===== src/rtl/ptu_pkg.sv =====
// Shared widths, cause bit positions and the stage slot record for the
// precise trap unit. Assumes 32-bit PCs and five cause bits.
package ptu_pkg;
    localparam int unsigned XLEN   = 32;
    localparam int unsigned NCAUSE = 5;
    localparam int unsigned CODE_W = $clog2(NCAUSE);

    // Cause bit positions; lower index wins inside one instruction.
    localparam int unsigned CB_UNDEF = 0;
    localparam int unsigned CB_BRK   = 1;
    localparam int unsigned CB_SYS   = 2;
    localparam int unsigned CB_OVF   = 3;
    localparam int unsigned CB_ALIGN = 4;

    // One in-flight instruction as seen by the trap logic.
    typedef struct packed {
        logic              valid;
        logic              bd;
        logic [XLEN-1:0]   pc;
        logic [NCAUSE-1:0] status;
    } slot_t;
endpackage


===== src/rtl/ptu_slot.sv =====
// One pipeline stage slot. It holds an instruction's PC, delay-slot flag
// and status vector. The stage's cause pulse is merged into the vector
// combinationally. A flush empties the slot at the next edge.
// Assumes the pipeline advances every cycle.
module ptu_slot
    import ptu_pkg::*;
(
    input  logic              clk,
    input  logic              rst_n,
    input  logic              flush,
    input  slot_t             d,
    input  logic [NCAUSE-1:0] cause,
    output slot_t             q_full
);
    slot_t q;

    // Capture the older stage's record, or empty the slot on reset or flush.
    always_ff @(posedge clk) begin
        if (!rst_n || flush) q <= '0;
        else                 q <= d;
    end

    // Merge this stage's cause pulse into the held status vector.
    always_comb begin
        q_full        = q;
        q_full.status = q.status | (q.valid ? cause : '0);
    end

    p_flush_empties_r5: assert property (@(posedge clk) disable iff (!rst_n)
        flush |=> !q.valid);
endmodule


===== src/rtl/ptu_prio_enc.sv =====
// Lowest-index-wins priority encoder over a cause vector.
// Assumes W bits are enough to hold N-1.
module ptu_prio_enc #(
    parameter int unsigned N = 5,
    parameter int unsigned W = 3
) (
    input  logic [N-1:0] vec,
    output logic         any,
    output logic [W-1:0] code
);
    // Scan from the top down so that the lowest set bit is written last.
    always_comb begin
        code = '0;
        for (int i = N - 1; i >= 0; i--) begin
            if (vec[i]) code = W'(i);
        end
        any = |vec;
    end
endmodule


===== src/rtl/ptu_commit.sv =====
// Commit-point controller. It decides whether the memory-stage
// instruction takes an exception and records the restart PC, the
// delay-slot flag and the cause. It also tracks the active state and
// drives the fetch redirect for a take or a return.
// Assumes the delay-slot instruction sits PC_STEP after its branch.
module ptu_commit
    import ptu_pkg::*;
#(
    parameter logic [XLEN-1:0] TRAP_VEC = 32'h0000_0080,
    parameter logic [XLEN-1:0] PC_STEP  = 32'd4
) (
    input  logic              clk,
    input  logic              rst_n,
    input  slot_t             mem,
    input  logic              ret_req,
    output logic              take,
    output logic              ret_fire,
    output logic              active,
    output logic [XLEN-1:0]   epc,
    output logic              epc_bd,
    output logic [CODE_W-1:0] cause_code,
    output logic              redirect_valid,
    output logic [XLEN-1:0]   redirect_pc
);
    logic              any_cause;
    logic [CODE_W-1:0] code_now;

    ptu_prio_enc #(.N(NCAUSE), .W(CODE_W)) u_enc (
        .vec  (mem.status),
        .any  (any_cause),
        .code (code_now)
    );

    // Take and return decisions for this cycle.
    always_comb begin
        take     = mem.valid && any_cause && !active;
        ret_fire = ret_req && active;
    end

    // Steer fetch to the trap vector on a take, or to the restart PC on a return.
    always_comb begin
        redirect_valid = take || ret_fire;
        redirect_pc    = take ? TRAP_VEC : epc;
    end

    // Enter the active state on a take and leave it on a return.
    always_ff @(posedge clk) begin
        if (!rst_n)        active <= 1'b0;
        else if (take)     active <= 1'b1;
        else if (ret_fire) active <= 1'b0;
    end

    // Record the restart PC, the delay-slot flag and the cause on a take.
    always_ff @(posedge clk) begin
        if (!rst_n) begin
            epc        <= '0;
            epc_bd     <= 1'b0;
            cause_code <= '0;
        end else if (take) begin
            epc        <= mem.bd ? (mem.pc - PC_STEP) : mem.pc;
            epc_bd     <= mem.bd;
            cause_code <= code_now;
        end
    end

    p_take_sets_active_r4: assert property (@(posedge clk) disable iff (!rst_n)
        take |=> active);
    p_ret_clears_r9: assert property (@(posedge clk) disable iff (!rst_n)
        ret_fire |=> !active);
    p_hold_record_r8: assert property (@(posedge clk) disable iff (!rst_n)
        (active && !ret_req) |=> ($stable(epc) && $stable(epc_bd) && $stable(cause_code)));
    p_code_range_r3: assert property (@(posedge clk) disable iff (!rst_n)
        32'(cause_code) < NCAUSE);
endmodule


===== src/rtl/precise_trap_unit.sv =====
// Precise exception controller for a five-stage in-order pipeline.
// It tags each fetched instruction with a delay-slot flag and a status
// vector and carries them through decode, execute and memory. Exceptions
// are acted on only at the memory-stage commit point. A take flushes every
// stage and blocks the faulting instruction from write-back.
// Assumes the pipeline advances one stage every cycle.
module precise_trap_unit
    import ptu_pkg::*;
#(
    parameter logic [XLEN-1:0] TRAP_VEC = 32'h0000_0080,
    parameter logic [XLEN-1:0] PC_STEP  = 32'd4
) (
    input  logic              clk,
    input  logic              rst_n,
    input  logic              if_valid,
    input  logic [XLEN-1:0]   if_pc,
    input  logic              if_branch,
    input  logic [NCAUSE-1:0] cause_if,
    input  logic [NCAUSE-1:0] cause_id,
    input  logic [NCAUSE-1:0] cause_ex,
    input  logic [NCAUSE-1:0] cause_mem,
    input  logic              ret_req,
    output logic              flush_if,
    output logic              flush_id,
    output logic              flush_ex,
    output logic              flush_mem,
    output logic              redirect_valid,
    output logic [XLEN-1:0]   redirect_pc,
    output logic [XLEN-1:0]   epc,
    output logic              epc_bd,
    output logic [CODE_W-1:0] cause_code,
    output logic              exc_active,
    output logic              wb_valid,
    output logic [XLEN-1:0]   wb_pc
);
    localparam int unsigned NSLOT = 3;  // decode, execute, memory

    logic              take;
    logic              ret_fire;
    logic              bd_pending;
    slot_t             if_slot;
    slot_t             slot_d    [NSLOT];
    slot_t             slot_full [NSLOT];
    logic [NCAUSE-1:0] stage_cause [NSLOT];

    // Remember whether the last valid fetch was a delayed branch.
    always_ff @(posedge clk) begin
        if (!rst_n || take) bd_pending <= 1'b0;
        else if (if_valid)  bd_pending <= if_branch;
    end

    // Build the fetch-stage record, including fetch-time causes.
    always_comb begin
        if_slot.valid  = if_valid;
        if_slot.bd     = if_valid && bd_pending;
        if_slot.pc     = if_pc;
        if_slot.status = if_valid ? cause_if : '0;
    end

    // Map the per-stage cause ports onto the slot chain.
    always_comb begin
        stage_cause[0] = cause_id;
        stage_cause[1] = cause_ex;
        stage_cause[2] = cause_mem;
    end

    genvar k;
    generate
        for (k = 0; k < NSLOT; k++) begin : g_slot
            if (k == 0) begin : g_head
                assign slot_d[k] = if_slot;
            end else begin : g_link
                assign slot_d[k] = slot_full[k-1];
            end
            ptu_slot u_slot (
                .clk    (clk),
                .rst_n  (rst_n),
                .flush  (take),
                .d      (slot_d[k]),
                .cause  (stage_cause[k]),
                .q_full (slot_full[k])
            );
        end
    endgenerate

    ptu_commit #(.TRAP_VEC(TRAP_VEC), .PC_STEP(PC_STEP)) u_commit (
        .clk            (clk),
        .rst_n          (rst_n),
        .mem            (slot_full[NSLOT-1]),
        .ret_req        (ret_req),
        .take           (take),
        .ret_fire       (ret_fire),
        .active         (exc_active),
        .epc            (epc),
        .epc_bd         (epc_bd),
        .cause_code     (cause_code),
        .redirect_valid (redirect_valid),
        .redirect_pc    (redirect_pc)
    );

    // Pass the committing instruction to write-back unless it faults.
    always_ff @(posedge clk) begin
        if (!rst_n) begin
            wb_valid <= 1'b0;
            wb_pc    <= '0;
        end else begin
            wb_valid <= slot_full[NSLOT-1].valid && !take;
            wb_pc    <= slot_full[NSLOT-1].pc;
        end
    end

    // All stage kills share the commit decision.
    always_comb begin
        flush_if  = take;
        flush_id  = take;
        flush_ex  = take;
        flush_mem = take;
    end

    p_faulter_no_wb_r5: assert property (@(posedge clk) disable iff (!rst_n)
        take |=> !wb_valid);
    p_ret_redirect_r9: assert property (@(posedge clk) disable iff (!rst_n)
        (ret_req && exc_active) |-> (redirect_valid && redirect_pc == epc));
endmodule


===== config.mk =====
export PLATFORM = sky130hd
export DESIGN_NAME = precise_trap_unit
export DESIGN_NICKNAME = d
export VERILOG_FILES = /design/src/rtl/ptu_pkg.sv /design/src/rtl/ptu_slot.sv /design/src/rtl/ptu_prio_enc.sv /design/src/rtl/ptu_commit.sv /design/src/rtl/precise_trap_unit.sv
export SDC_FILE = /design/constraint.sdc
export NUM_CORES = 1
export LEC_CHECK = 0
export BUFFER_PORTS_ARGS = -buffer_cell sky130_fd_sc_hd__buf_2
export CAP_MARGIN = 40
export CORE_MARGIN = 1
export CORE_UTILIZATION = 46
export DETAILED_ROUTE_END_ITERATION = 12
export GPL_TIMING_DRIVEN = 0
export PLACE_DENSITY = 0.69
export SKIP_LAST_GASP = 1
export SYNTH_ARGS = -nofsm -noshare
export SYNTH_HDL_FRONTEND = slang
export SYNTH_HIERARCHICAL = 1
export SYNTH_SLANG_ARGS = --single-unit
export TNS_END_PERCENT = 20

===== constraint.sdc =====
create_clock -name clk -period 3.7 [get_ports clk]
set_clock_uncertainty 0.2 [all_clocks]
set_input_delay 0.185 -clock clk [delete_from_list [all_inputs] [get_ports clk]]
set_output_delay 0.185 -clock clk [all_outputs]
set_load 0.01 [all_outputs]

==> impl_results.md, run 1 <==
- Largest net degree at the start of global routing: 18
- RR Startpoint: g_slot[2].u_slot/q_full[38]$_SDFF_PP0_
- Worst EP arrival: 3030 ps
- Gr usage total: 18.4%
- Root buffer cell: clkbuf_16
- Clock sink count: 188
- Maxcap violations: 0
- Status: finished clean
- Die width: 130 um
- Worst skew pair latency: 430 ps
- Worst IR Drop VDD: 0.322 mV
- Routed Antenna Nets: 0
- Std cell rows: 46
- Initial Util: 47.2%
- First DRT Iteration DRCs: 215
- Worst r2r path cells: 12
- Hold Path Class: input pin to register
- Via count: 5110
- Seq/Total Area, Yosys: 50.0%
- Syn Nets: 776
- CTS tree: yes
- Syn Area/Cell: 10.5 um^2
- Vias/cell: 4.33
- Post-synthesis register bit count: 188
- Fin crit share: 92.4%
- I/O Buffers: 163
- Library cells used by synthesis: 45
- TNS Setup: 0 ps
- Nets: 1010
- Post-route DRC violation count: 0
- RSZ-0062 raised after global routing: false
- Cell count after synthesis: 718
- # fillers: 1360
- Initial antenna violation count: 0
- Share of layout cells above drive strength 1: 35.8%
- H-tree level count: 4
- Yosys warning total: 6
- Synthesized area: 7520 um^2
- Setup slack, reg-to-reg: 630 ps
- Number of global-route vias before repair: 4817
- Reg clk slew, reported paths: 60 ps
- Final instance area: 9800 um^2
- Leak pwr: 5.02 nW
- RR Endpoint: g_slot[2].u_slot/q_full[25]$_SDFF_PP0_
- Worst Hold End: u_commit/cause_code[1]$_SDFFE_PN0P_
- Die Height: 130 um
- Final WL: 14900 um
- Die Area: 16900 um^2
- Routability congestion estimate from global placement: 0.782
- Grt total ovfl: 0
- Critical Path RT: 3310 ps
- Final hold vios: 0
- Hold Crit Depth: 5
- Post_cts resized: 0
- Hold Buf Count CTS: 51
- Final setup violating endpoints: 0
- CTS Buf Count: 17
- Kind of critical path: register to output pin
- CP Max Fanout: 10
- Slew Viols, Final: 0
- First-pass GRT wire length: 23500 um
- N_diodes: 0
- Power density over the cells: 457 nW/um^2
- Dominant synthesized flop cell: dfxtp_1
- Half-perimeter wire length after placement: 10700 um
- EDFF count, synth: 0
- Fin crit period: 3420 ps
- Pwr Total: 4.48 mW
- Post-placement cell area: 8620 um^2
- Max Freq: 292 MHz
- Max Buffers Root-to-Sink: 2
- TritonRoute pass-1 iters: 4
- Setup crit end kind: output pin
- CP Launch Type: register
- Wirelength per Cell: 12.6 um
- Relative slew slack: 43.5%
- Io pins: 164
- Final core occ: 61.5%
- Hold_sp: cause_mem[1]
- Post-CTS setup repair buffer count: 0
- Worst slew pin tran: 839 ps
- Post-synth ARST share: 0%
- Area grow syn2layout: 30.3%
- Core Area: 15900 um^2
## where the power goes
| part | total, mW | switching [mW] | internal (mW) |
|---|---|---|---|
| logic | 0.356 | 0.145 | 0.210 |
| registers | 2.12 | 0.0225 | 2.09 |
| clock network | 2.01 | 0.717 | 1.29 |
## cell usage after synthesis, types with 5 or more instances
cell type  number  area share, %
dfxtp_1       188             50
and3b_1       118             14
buf_4         111             11
and2_1         67            5.6
a21oi_1        23            1.5
o21ai_0        23            1.5
nand2_1        18           0.90
nor2_1         16           0.80
a21o_1         15            1.5
xnor2_1        14            1.6
buf_2          13           0.86
xor2_1         13            1.5
clkbuf_1       12           0.60
o21a_1          9           0.90
nor3_1          7           0.47
and2_2          6           0.60
buf_6           6           0.90
a21boi_0        5           0.50
nor4_2          5           0.83
## worst max path at each step
| stage | start | endpoint | cells after the start | slack [ps] |
|---|---|---|---|---|
| floorplan | g_slot[2].u_slot/q_full[38]$_SDFF_PP0_ | g_slot[1].u_slot/q_full[22]$_SDFF_PP0_ | 11 | 1040 |
| global placement | g_slot[2].u_slot/q_full[38]$_SDFF_PP0_ | g_slot[2].u_slot/q_full[25]$_SDFF_PP0_ | 11 | 240 |
| detailed placement | g_slot[2].u_slot/q_full[38]$_SDFF_PP0_ | g_slot[2].u_slot/q_full[25]$_SDFF_PP0_ | 12 | 630 |
| CTS | g_slot[2].u_slot/q_full[38]$_SDFF_PP0_ | redirect_pc[18] | 10 | 210 |
| finish | g_slot[2].u_slot/q_full[38]$_SDFF_PP0_ | redirect_pc[18] | 10 | 280 |
| global route | g_slot[2].u_slot/q_full[38]$_SDFF_PP0_ | redirect_pc[18] | 10 | 70 |
## per-layer routing
metal	vias to the layer above	track usage (%)	wire length (um)
met1	2215	22.2	6830
met3	14	4.18	604
met5	-	0	0
li1	2748	-	-
met2	133	32.2	7270
met4	0	6.43	168
## state kept, by name (all words and copies together), names as in the netlist
register              cells
u_commit/active           1
wb_pc                    32
u_commit/cause_code       3
u_commit/epc             32
bd_pending                1
u_commit/epc_bd           1
g_slot.u_slot/q          15
g_slot.u_slot/q_full    102
wb_valid                  1
## stage by stage
step	worst slack, ps	cells	hold WS [ps]
floorplan	1040	718	107
global placement	245	1097	234
detailed placement	625	1098	233
CTS	210	1179	5.45
global route	74.9	1179	42.2
finish	281	1179	27.0
## final cells by class
| class | instances | area [um^2] | area share (%) |
|---|---|---|---|
| Timing Repair Buffer | 215 | 1340 | 13.6 |
| Clock buffer | 19 | 453 | 4.62 |
| Buffer | 148 | 1040 | 10.6 |
| Multi-Input combinational cell | 378 | 2710 | 27.6 |
| Inverter | 4 | 15.0 | 0.153 |
| Sequential cell | 188 | 3760 | 38.4 |
| Clock inverter | 11 | 216 | 2.21 |
| Tap cell | 216 | 270 | 2.76 |
## layout by cell type, fill, tap and decap left out, types with 6 or more instances in the layout
cell type	Yosys	routed
o21a_1	9	9
a21oi_1	23	23
buf_6	6	7
buf_2	13	176
a21o_1	15	15
xnor2_1	14	14
and2_2	6	6
nor3_1	7	7
dlygate4sd3_1	0	51
dfxtp_1	188	188
xor2_1	13	13
o21ai_0	23	23
nand2_1	18	18
and3b_1	118	118
nor2_1	16	16
and2_1	67	67
buf_4	111	111
clkbuf_16	0	17
clkbuf_1	12	12
bufinv_16	0	6
## logic make-up (layout without fill, tap and decap cells)
kind of cell | after synthesis | after routing | share of synthesized area, %
DFF | 188 | 188 | 50.0
adders and majority gates | 1 | 1 | 0.166
buffers and inverters | 152 | 397 | 14.0
AOI/OAI and AO/OA | 78 | 78 | 6.24
and+or+nand+nor | 271 | 271 | 26.3
muxes | 1 | 1 | 0.133
xor gates and xnor gates | 27 | 27 | 3.14
## worst max-delay path: stages (launching register included)
cell and delay [ps]:
dfxtp_1 360, a21o_1 210, nor4_2 350, nand2b_1 90, nand2_1 80, or2_2 100, clkbuf_1 270, clkbuf_1 400
clkbuf_1 420, and2_1 190, buf_2 130
Power figures use the tool's default switching activity.
==> inputs of run 2 (changes only) <==
--- a/config.mk
+++ b/config.mk
@@ -7,11 +7,11 @@
 export LEC_CHECK = 0
 export BUFFER_PORTS_ARGS = -buffer_cell sky130_fd_sc_hd__buf_2
 export CAP_MARGIN = 40
-export CORE_MARGIN = 1
-export CORE_UTILIZATION = 46
+export CORE_MARGIN = 2
+export CORE_UTILIZATION = 48
 export DETAILED_ROUTE_END_ITERATION = 12
 export GPL_TIMING_DRIVEN = 0
-export PLACE_DENSITY = 0.69
+export PLACE_DENSITY = 0.72
 export SKIP_LAST_GASP = 1
 export SYNTH_ARGS = -nofsm -noshare
 export SYNTH_HDL_FRONTEND = slang
==> run 2 against run 1 <==
  * Via count increased by 1.6%
  * Setup slack improved by 3.0 ps
  * Combinational power is essentially flat
  * Largest power group unchanged
  * Clock-buffer cell count increased by 1
  * Non-clock buffer count is the same
==> impl_results.md, run 2 (synthesized netlist as in run 1, its figures left out) <==
- CP Max Fanout: 10 (unchanged)
- Core Area: 15300 um^2 (-4.3%)
- N_diodes: 0 (unchanged)
- Routed Antenna Nets: 0 (unchanged)
- Critical Path RT: 3310 ps (about the same)
- Die Area: 16700 um^2 (-1.1%)
- Worst skew pair latency: 420 ps (about the same)
- Number of global-route vias before repair: 4893 (+1.6%)
- Final setup violating endpoints: 0 (unchanged)
- Initial antenna violation count: 0 (unchanged)
- Final hold vios: 0 (unchanged)
- Max FFs per register: 102 (unchanged)
- Worst slew pin tran: 792 ps (-47.5 ps)
- Die width: 129 um (-0.54%)
- Commonest non-fill, non-tap cells in the layout: dfxtp_1 (188), buf_2 (176), and3b_1 (118)
- RSZ-0062 raised after global routing: false
- Status: finished clean
- TNS Setup: 0 ps (unchanged)
- Half-perimeter wire length after placement: 11100 um (+3.1%)
- Routability congestion estimate from global placement: 0.801 (+2.4%)
- Root buffer cell: clkbuf_16
- Most common cell after layout, fill and taps aside: dfxtp_1
- Clock sink count: 188 (unchanged)
- Fin crit share: 92.3% (about the same)
- First-pass GRT wire length: 24000 um (+2.3%)
- Grt total ovfl: 0 (unchanged)
- Vias/cell: 4.42 (+1.9%)
- Via count: 5191 (+1.6%)
- Fin crit period: 3420 ps (-2.97 ps)
- Nets: 1010 (unchanged)
- Pwr Total: 4.47 mW (-0.32%)
- Worst IR Drop VDD: 0.339 mV (+5.2%)
- Largest net degree at the start of global routing: 18 (unchanged)
- Die Height: 129 um (-0.54%)
- H-tree level count: 4 (unchanged)
- Post-CTS setup repair buffer count: 0 (unchanged)
- Gr usage total: 18.6% (+0.22 points)
- Io pins: 164 (unchanged)
- Max Buffers Root-to-Sink: 2 (unchanged)
- Leak pwr: 5.01 nW (about the same)
- Share of layout cells above drive strength 1: 35.7% (-0.14 points)
- Initial Util: 49.3% (+2.1 points)
- Post-route DRC violation count: 0 (unchanged)
- Maxcap violations: 0 (unchanged)
- Worst r2r path cells: 12 (unchanged)
- RR Startpoint: g_slot[2].u_slot/q_full[38]$_SDFF_PP0_
- Area grow syn2layout: 30.1% (about the same)
- RR Endpoint: g_slot[0].u_slot/q_full[24]$_SDFF_PP0_
- Power density over the cells: 456 nW/um^2 (-0.23%)
- First DRT Iteration DRCs: 324 (+51%)
- Hold_sp: rst_n
- Kind of critical path: register to output pin
- Relative slew slack: 46.7% (+3.2 points)
- CTS Buf Count: 17 (unchanged)
- Setup slack, reg-to-reg: 600 ps (-30 ps)
- CTS tree: yes
- Worst Hold End: bd_pending$_SDFFE_PP0P_
- TritonRoute pass-1 iters: 4 (unchanged)
- Wirelength per Cell: 13.0 um (+2.6%)
- Reg clk slew, reported paths: 60 ps (about the same)
- Hold Path Class: input pin to register
- Std cell rows: 45 (-2.2%)
- Final Hold Slack: 33.1 ps (+6.05 ps)
- Slew Viols, Final: 0 (unchanged)
- Setup crit end kind: output pin
- Max Freq: 293 MHz (about the same)
- Final WL: 15200 um (+2.3%)
- Hold Crit Depth: 2 (-3)
- CP Launch Type: register
- Worst EP arrival: 3030 ps (about the same)
- I/O Buffers: 163 (unchanged)
==> run 2: cell count changes in the layout (fill, tap and decap cells not counted), sizes merged <==
cell    delta
clkbuf     +1
==> run 2: worst max-delay path by stage <==
stage | from | endpoint | slack [ps] | cells past startpoint
after CTS | g_slot[2].u_slot/q_full[38]$_SDFF_PP0_ | redirect_pc[12] | 210 | 10
after detailed placement | g_slot[2].u_slot/q_full[38]$_SDFF_PP0_ | g_slot[0].u_slot/q_full[31]$_SDFF_PP0_ | 600 | 12
after global routing | g_slot[2].u_slot/q_full[38]$_SDFF_PP0_ | redirect_pc[12] | 40 | 10
after floorplan | g_slot[2].u_slot/q_full[38]$_SDFF_PP0_ | g_slot[1].u_slot/q_full[22]$_SDFF_PP0_ | 1040 | 11
after global placement | g_slot[2].u_slot/q_full[38]$_SDFF_PP0_ | g_slot[2].u_slot/q_full[23]$_SDFF_PP0_ | 320 | 11
final | g_slot[2].u_slot/q_full[38]$_SDFF_PP0_ | redirect_pc[12] | 280 | 10
==> run 2: where the power goes <==
part           internal (mW)  switching (mW)  total [mW]
Clock                   1.28           0.714        1.99
Combinational          0.211           0.147       0.357
Sequential              2.09          0.0230        2.12
==> run 2: per-stage QoR <==
stage               setup slack (ps)  util [%]  area [um^2]  std cells
global placement                 318      56.4         8600       1092
global route                    35.5      64.2         9790       1175
detailed placement               600      56.5         8620       1093
floorplan                       1040         -         7520        718
finish                           284      64.2         9790       1175
CTS                              213      64.2         9790       1175
==> run 2: routing by layer <==
metal / track usage (%) / up-vias / share of wire, %
met5: 0 / - / 0
met4: 6.07 / 0 / 1.6
met3: 4.17 / 19 / 4.8
met2: 32.4 / 151 / 48
met1: 22.8 / 2262 / 45
li1: - / 2759 / -
==> run 2: area by class of cell <==
| cell class | count | area, um^2 |
|---|---|---|
| well taps | 211 | 264 |
| multi-input cells | 378 | 2710 |
| inverters | 4 | 15.0 |
| plain buffers | 148 | 1040 |
| clock inverters | 11 | 216 |
| flip-flops and latches | 188 | 3760 |
| repair buffers | 215 | 1340 |
| fillers | 1281 | 5470 |
| clock buffers | 20 | 447 |
==> run 2: what timing repair did <==
item,CTS,global route
endpoints found under the setup margin,0,0
hold buffers,51,0
hold endpoints to repair,50,0
gates resized for setup,0,0
==> run 2: critical path, cell delays in order, from the launching register on <==
cell	delay [ps]
dfxtp_1	360
a21o_1	220
nor4_2	340
nand2b_1	90
nand2_1	80
or2_2	100
clkbuf_1	260
clkbuf_1	410
clkbuf_1	420
and2_1	190
buf_2	130
